===== src/rtl/frame_tx_pkg.sv =====
package frame_tx_pkg;
  typedef enum logic [1:0] {
    ST_IDLE,
    ST_DELAY,
    ST_SYNC,
    ST_DATA
  } ftx_state_e;
endpackage


===== src/rtl/ftx_trigger.sv =====
module ftx_trigger #(
  parameter int PER_W = 10
) (
  input  logic             clk,
  input  logic             rst_n,
  input  logic             start_i,
  input  logic [PER_W-1:0] period_i,
  output logic             evt_o
);
  logic [PER_W-1:0] pcnt;

  assign evt_o = (period_i == '0) ? start_i : (pcnt == '0);

  always_ff @(posedge clk) begin
    if (!rst_n)                pcnt <= '0;
    else if (period_i == '0)   pcnt <= '0;
    else if (pcnt == '0)       pcnt <= period_i - 1'b1;
    else                       pcnt <= pcnt - 1'b1;
  end


  period_gap_chk: assert property (@(posedge clk) disable iff (!rst_n)
    (evt_o && period_i > 1) |=> (!evt_o || !$stable(period_i)));
endmodule


===== src/rtl/ftx_sequencer.sv =====
module ftx_sequencer
  import frame_tx_pkg::*;
#(
  parameter int LEN_W = 5,
  parameter int NW_W  = 4,
  parameter int SL_W  = 5,
  parameter int DLY_W = 8
) (
  input  logic             clk,
  input  logic             rst_n,
  input  logic             start_evt_i,
  input  logic [LEN_W-1:0] word_len_m1_i,
  input  logic [NW_W-1:0]  word_cnt_m1_i,
  input  logic [SL_W-1:0]  sync_len_i,
  input  logic             sync_en_i,
  input  logic [DLY_W-1:0] start_dly_i,
  output logic             start_acc_o,
  output logic             ld_sync_o,
  output logic             ld_word_o,
  output logic             active_o
);
  localparam int CNT_W = (DLY_W > LEN_W) ? ((DLY_W > SL_W) ? DLY_W : SL_W)
                                         : ((LEN_W > SL_W) ? LEN_W : SL_W);

  ftx_state_e       state, nxt;
  logic [CNT_W-1:0] bit_cnt, cnt_n;
  logic [NW_W-1:0]  word_left, wl_n;
  logic go_first, go_after_dly, go_data_first, go_next_word, go_word;
  logic sync_on;

  assign sync_on  = sync_en_i && (sync_len_i != '0);
  assign active_o = (state == ST_SYNC) || (state == ST_DATA);

  always_comb begin
    nxt = state;
    cnt_n = bit_cnt;
    wl_n = word_left;
    go_first = 1'b0;
    go_after_dly = 1'b0;
    go_data_first = 1'b0;
    go_next_word = 1'b0;
    go_word = 1'b0;
    ld_sync_o = 1'b0;
    case (state)
      ST_IDLE:  if (start_evt_i) go_first = 1'b1;
      ST_DELAY: if (bit_cnt == '0) go_after_dly = 1'b1;
                else cnt_n = bit_cnt - 1'b1;
      ST_SYNC:  if (bit_cnt == '0) go_data_first = 1'b1;
                else cnt_n = bit_cnt - 1'b1;
      ST_DATA:  if (bit_cnt == '0) begin
                  if (word_left == '0) nxt = ST_IDLE;
                  else go_next_word = 1'b1;
                end else cnt_n = bit_cnt - 1'b1;
      default:  nxt = ST_IDLE;
    endcase
    if (go_first) begin
      if (start_dly_i != '0) begin
        nxt = ST_DELAY;
        cnt_n = CNT_W'(start_dly_i - 1'b1);
      end else go_after_dly = 1'b1;
    end
    if (go_after_dly) begin
      if (sync_on) begin
        nxt = ST_SYNC;
        cnt_n = CNT_W'(sync_len_i - 1'b1);
        ld_sync_o = 1'b1;
      end else go_data_first = 1'b1;
    end
    if (go_data_first) begin
      wl_n = word_cnt_m1_i;
      go_word = 1'b1;
    end
    if (go_next_word) begin
      wl_n = word_left - 1'b1;
      go_word = 1'b1;
    end
    if (go_word) begin
      nxt = ST_DATA;
      cnt_n = CNT_W'(word_len_m1_i);
    end
    ld_word_o   = go_word;
    start_acc_o = go_first;
  end

  always_ff @(posedge clk) begin
    if (!rst_n) begin
      state     <= ST_IDLE;
      bit_cnt   <= '0;
      word_left <= '0;
    end else begin
      state     <= nxt;
      bit_cnt   <= cnt_n;
      word_left <= wl_n;
    end
  end


  idle_hold_chk: assert property (@(posedge clk) disable iff (!rst_n)
    (state == ST_IDLE && !start_evt_i) |=> (state == ST_IDLE));

  frame_end_chk: assert property (@(posedge clk) disable iff (!rst_n)
    (state == ST_DATA && bit_cnt == '0 && word_left == '0) |=> (state == ST_IDLE));
endmodule


===== src/rtl/ftx_shifter.sv =====
module ftx_shifter #(
  parameter int DATA_W = 32,
  parameter int SYNC_W = 16,
  parameter int LEN_W  = 5,
  parameter int SL_W   = 5
) (
  input  logic              clk,
  input  logic              rst_n,
  input  logic              ld_sync_i,
  input  logic              ld_word_i,
  input  logic              active_i,
  input  logic              word_valid_i,
  input  logic [DATA_W-1:0] word_i,
  input  logic [SYNC_W-1:0] sync_i,
  input  logic [LEN_W-1:0]  word_len_m1_i,
  input  logic [SL_W-1:0]   sync_len_i,
  input  logic              msb_first_i,
  input  logic              idle_i,
  output logic              sd_o,
  output logic              underrun_o
);
  logic [DATA_W-1:0] shreg, ld_val;
  logic [LEN_W:0]    ld_len, shamt;
  logic              ur_q;

  always_comb begin
    if (ld_sync_i) begin
      ld_val = DATA_W'(sync_i);
      ld_len = (LEN_W+1)'(sync_len_i);
    end else begin
      ld_val = word_i;
      ld_len = {1'b0, word_len_m1_i} + 1'b1;
    end
    shamt = (LEN_W+1)'(DATA_W) - ld_len;
  end

  always_ff @(posedge clk) begin
    if (!rst_n) begin
      shreg <= '0;
      ur_q  <= 1'b0;
    end else begin
      ur_q <= ld_word_i && !word_valid_i;
      if (ld_word_i && !word_valid_i) shreg <= {DATA_W{idle_i}};
      else if (ld_sync_i || ld_word_i)
        shreg <= msb_first_i ? (ld_val << shamt) : ld_val;
      else if (active_i)
        shreg <= msb_first_i ? (shreg << 1) : (shreg >> 1);
    end
  end

  assign sd_o       = active_i ? (msb_first_i ? shreg[DATA_W-1] : shreg[0]) : idle_i;
  assign underrun_o = ur_q;
endmodule


===== src/rtl/ftx_fsync.sv =====
module ftx_fsync #(
  parameter int SL_W = 5
) (
  input  logic            clk,
  input  logic            rst_n,
  input  logic            start_acc_i,
  input  logic [SL_W-1:0] sync_len_i,
  output logic            fs_o
);
  logic [SL_W-1:0] fs_cnt;

  always_ff @(posedge clk) begin
    if (!rst_n)              fs_cnt <= '0;
    else if (start_acc_i)    fs_cnt <= (sync_len_i == '0) ? SL_W'(1) : sync_len_i;
    else if (fs_cnt != '0)   fs_cnt <= fs_cnt - 1'b1;
  end

  assign fs_o = (fs_cnt != '0);


  fs_head_chk: assert property (@(posedge clk) disable iff (!rst_n)
    start_acc_i |=> fs_o);
endmodule


===== src/rtl/frame_tx.sv =====
module frame_tx #(
  parameter int MAX_WORD_LEN = 32,
  parameter int MAX_WORDS    = 16,
  parameter int MAX_SYNC     = 16,
  parameter int DLY_W        = 8,
  parameter int PER_W        = 10,
  localparam int LEN_W = $clog2(MAX_WORD_LEN),
  localparam int NW_W  = $clog2(MAX_WORDS),
  localparam int SL_W  = $clog2(MAX_SYNC + 1)
) (
  input  logic                    clk,
  input  logic                    rst_n,
  input  logic                    start_i,
  input  logic [LEN_W-1:0]        cfg_word_len_m1,
  input  logic [NW_W-1:0]         cfg_word_cnt_m1,
  input  logic [SL_W-1:0]         cfg_sync_len,
  input  logic                    cfg_sync_en,
  input  logic [DLY_W-1:0]        cfg_start_dly,
  input  logic [PER_W-1:0]        cfg_period,
  input  logic                    cfg_msb_first,
  input  logic                    cfg_idle_level,
  input  logic [MAX_SYNC-1:0]     sync_word,
  input  logic [MAX_WORD_LEN-1:0] word_data,
  input  logic                    word_valid,
  output logic                    word_ready,
  output logic                    sd_o,
  output logic                    fs_o,
  output logic                    underrun_o
);
  logic start_evt, start_acc, ld_sync, ld_word, active;

  ftx_trigger #(.PER_W(PER_W)) u_trig (
    .clk(clk), .rst_n(rst_n), .start_i(start_i),
    .period_i(cfg_period), .evt_o(start_evt)
  );

  ftx_sequencer #(.LEN_W(LEN_W), .NW_W(NW_W), .SL_W(SL_W), .DLY_W(DLY_W)) u_seq (
    .clk(clk), .rst_n(rst_n), .start_evt_i(start_evt),
    .word_len_m1_i(cfg_word_len_m1), .word_cnt_m1_i(cfg_word_cnt_m1),
    .sync_len_i(cfg_sync_len), .sync_en_i(cfg_sync_en), .start_dly_i(cfg_start_dly),
    .start_acc_o(start_acc), .ld_sync_o(ld_sync), .ld_word_o(ld_word), .active_o(active)
  );

  ftx_shifter #(.DATA_W(MAX_WORD_LEN), .SYNC_W(MAX_SYNC), .LEN_W(LEN_W), .SL_W(SL_W)) u_shf (
    .clk(clk), .rst_n(rst_n), .ld_sync_i(ld_sync), .ld_word_i(ld_word),
    .active_i(active), .word_valid_i(word_valid), .word_i(word_data),
    .sync_i(sync_word), .word_len_m1_i(cfg_word_len_m1), .sync_len_i(cfg_sync_len),
    .msb_first_i(cfg_msb_first), .idle_i(cfg_idle_level),
    .sd_o(sd_o), .underrun_o(underrun_o)
  );

  ftx_fsync #(.SL_W(SL_W)) u_fs (
    .clk(clk), .rst_n(rst_n), .start_acc_i(start_acc),
    .sync_len_i(cfg_sync_len), .fs_o(fs_o)
  );

  assign word_ready = ld_word;


  underrun_idle_chk: assert property (@(posedge clk) disable iff (!rst_n)
    underrun_o |-> (sd_o == cfg_idle_level));

  take_no_underrun_chk: assert property (@(posedge clk) disable iff (!rst_n)
    (word_ready && word_valid) |=> !underrun_o);
endmodule


===== config.mk =====
export PLATFORM = sky130hd
export DESIGN_NAME = frame_tx
export DESIGN_NICKNAME = d
export VERILOG_FILES = /design/src/rtl/frame_tx_pkg.sv /design/src/rtl/ftx_trigger.sv /design/src/rtl/ftx_sequencer.sv /design/src/rtl/ftx_shifter.sv /design/src/rtl/ftx_fsync.sv /design/src/rtl/frame_tx.sv
export SDC_FILE = /design/constraint.sdc
export NUM_CORES = 1
export LEC_CHECK = 0
export BUFFER_PORTS_ARGS = -buffer_cell sky130_fd_sc_hd__buf_2
export CAP_MARGIN = 20
export CORE_MARGIN = 8
export CORE_UTILIZATION = 60
export CTS_BUF_LIST = sky130_fd_sc_hd__clkbuf_2 sky130_fd_sc_hd__clkbuf_4 sky130_fd_sc_hd__clkbuf_8
export DETAILED_ROUTE_END_ITERATION = 10
export PLACE_DENSITY = 0.83
export SETUP_SLACK_MARGIN = 0.1
export SYNTH_ARGS = -nofsm -noshare
export SYNTH_HDL_FRONTEND = slang
export SYNTH_SLANG_ARGS = --single-unit

===== constraint.sdc =====
create_clock -name clk -period 5.1 [get_ports clk]
set_input_delay 0.255 -clock clk [delete_from_list [all_inputs] [get_ports clk]]
set_output_delay 0.255 -clock clk [all_outputs]
set_load 0.02 [all_outputs]

==> impl_metrics.toml <==
[run_status]
outcome = "completed"

[final_layout]
final-seq-area_um2 = 1240
num-fill-cells = 1022
final_util_pct = 67.7
layout-drive-gt1-share_pct = 18.7
synthToLayoutAreaGrowth_pct = 11.5
fin_area_um2 = 7660
diodes = 0
multiInputGateArea_um2 = 5300
final_cells = 1129
nets = 1077

[routing]
first_iter_violations = 1230
wl_mm = 24.8
drc = 0
drtPass1Iterations = 7
via_per_inst = 7.04
vias = 7948
post_drt_wl_per_cell_um = 22.0
ant_nets = 0

[sta]
worst_pin_slew_ps = 1020
fmax_ghz = 0.229
slew_headroom_pct = 31.5
fin_tns_setup_ps = 0
fin_crit_sh_pct = 85.7
rsz0062_at_grt = "no"
finalSetupViolCount = 0
hold_viol_final = 0
slew_viol_final = 0
period_minus_slack_ps = 4370
whs_ps = 127
skew_ps = 14.7

[synth]
synth_common_cells = "nand2_1, mux2i_1, a21oi_1"
synthTopCellsByArea = "dfxtp_1, mux2i_1, a21oi_1"
syn_avg_cell_area_um2 = 7.44
syn_nets = 1020
netlist_instances = 924
synth_edf_count = 0
synth_top_area_share_pct = 18.1
ys_seq_area_share_pct = 18.1
ys.flop_type = "dfxtp_1"
yosys_warnings = 0
synthMostInstantiatedCell = "nand2_1"
ys_async_sr_fraction_pct = 0
ys_ff_latch = 62
syn-cell-area_um2 = 6870
yosysTopAreaCell = "dfxtp_1"
ys_types = 69

[floorplan]
initial_core_util_pct = 60.7
rows = 39
dieArea_um2 = 15100
chipWidth_um = 123
die_h_um = 123
ioPinCount = 91
core_area_um2 = 11300

[place]
dp_cells = 1113
dpl.hpwl_mm = 18.9
place_area_um2 = 7430
gp_congestion = 1.03
numPortBuffers = 90

[global_route]
grt_pass1_vias = 7244
grt_usage_pct = 32.3
grt.overflow.total = 0
grt_max_degree = 49
antenna_found_initial = 1
grt_first_pass_wirelength_mm = 38.7

[worst_hold_path]
min_path_cells = 2
min-delay-path-class = "in2reg"

[pwr]
peakVddDrop_v = 0.000400
p_leak_nw = 3.05
power_density_nw_per_um2 = 420

[clocking]
cts_max_level = 3
cts_tree = "done"
clock_path_buffers = 2
numClockSinks = 62
cts-resized-gates = 0
postCtsSetupRepairBufs = 0
clk_latency_ps = 370
cts_root_buf = "clkbuf_8"
cts_buffers = 9
clkTransAtPathRegs_ps = 80
hold_buffers = 0

[flow_run]
drv_cap = 0

[critical_path]
critPathLaunchType = "register"
endpoint_kind = "register"
reg2reg_depth = 11
path_class = "reg2reg"
cp.required_ps = 5320
cp_max_fo = 20
arrival_ps = 4590
## layout by cell type, fill, tap and decap left out, drive strengths merged, types with 10 or more instances in the layout
cell type  netlist  routed
o211ai          13      13
nor2            80      80
a21oi           87      87
a221oi          14      14
clkbuf          45      10
xnor2           22      22
a31oi           15      15
o21ai           54      54
nand3           27      27
and2            14      14
dfxtp           62      62
inv             19      20
mux2i           93      93
buf             24     115
mux2            21      21
nor3            35      35
nor2b           10      10
a211oi          56      56
nand2           93      93
## final timing paths
kind	start	slack, ps	to
setup / recovery	u_seq.state[0]	730	u_shf.shreg[18]
hold / removal	word_valid	130	u_shf.underrun_o
hold reg to reg	u_shf.shreg[0]	480	u_shf.shreg[0]
setup reg to reg	u_seq.state[0]	730	u_shf.shreg[18]
## state kept, by name (all words and copies together) (netlist names)
| register | flops |
|---|---|
| u_fs.fs_cnt | 5 |
| u_seq.bit_cnt | 8 |
| u_seq.state | 2 |
| u_seq.word_left | 4 |
| u_shf.shreg | 32 |
| u_shf.underrun_o | 1 |
| u_trig.pcnt | 10 |
## critical path, stage by stage, from the launching register on
cell and delay [ps]:
dfxtp_1 500, nor4_1 100, nand4_1 190, a21boi_0 840, o32ai_1 310, or2_1 490
xnor2_2 230, buf_4 300, mux2_2 400, mux4_2 460, a21oi_1 310, nor3_1 80
## final cells by class
class,instances,share of cell area (%)
sequential,62,16.2
inverter,19,0.931
tap,143,2.34
clock buffer,10,1.80
multi-input combinational,774,69.2
timing repair buffer,115,8.33
clock inverter,6,1.23
## kinds of logic after synthesis
family | Yosys count | synth area share, %
muxes | 123 | 20.3
AOI/OAI and AO/OA | 308 | 29.7
adders and majority gates | 9 | 1.64
buffers and inverters | 88 | 5.41
DFF | 62 | 18.1
xor gates and xnor gates | 30 | 4.04
and+or+nand+nor | 304 | 20.8
## metal layers
layer / up-vias / GRT usage (%) / part of all wire [%]
met1: 3669 / 43.2 / 40
met4: 2 / 11.4 / 3.7
met2: 560 / 47.6 / 43
met3: 98 / 10.5 / 13
li1: 3619 / - / -
met5: - / 0 / 0.052
## stage by stage
stage	total power [mW]	worst slack (ps)
global route	3.39	531
CTS	3.14	936
floorplan	2.12	1410
finish	3.21	728
detailed placement	2.62	655
global placement	2.60	641
## where the power goes
group          switching (mW)  total, mW  internal (mW)
Sequential              0.105      0.710          0.606
Combinational            1.23       1.98          0.752
Clock                   0.227      0.519          0.292
Note: power is estimated with default switching activity, not from simulation.
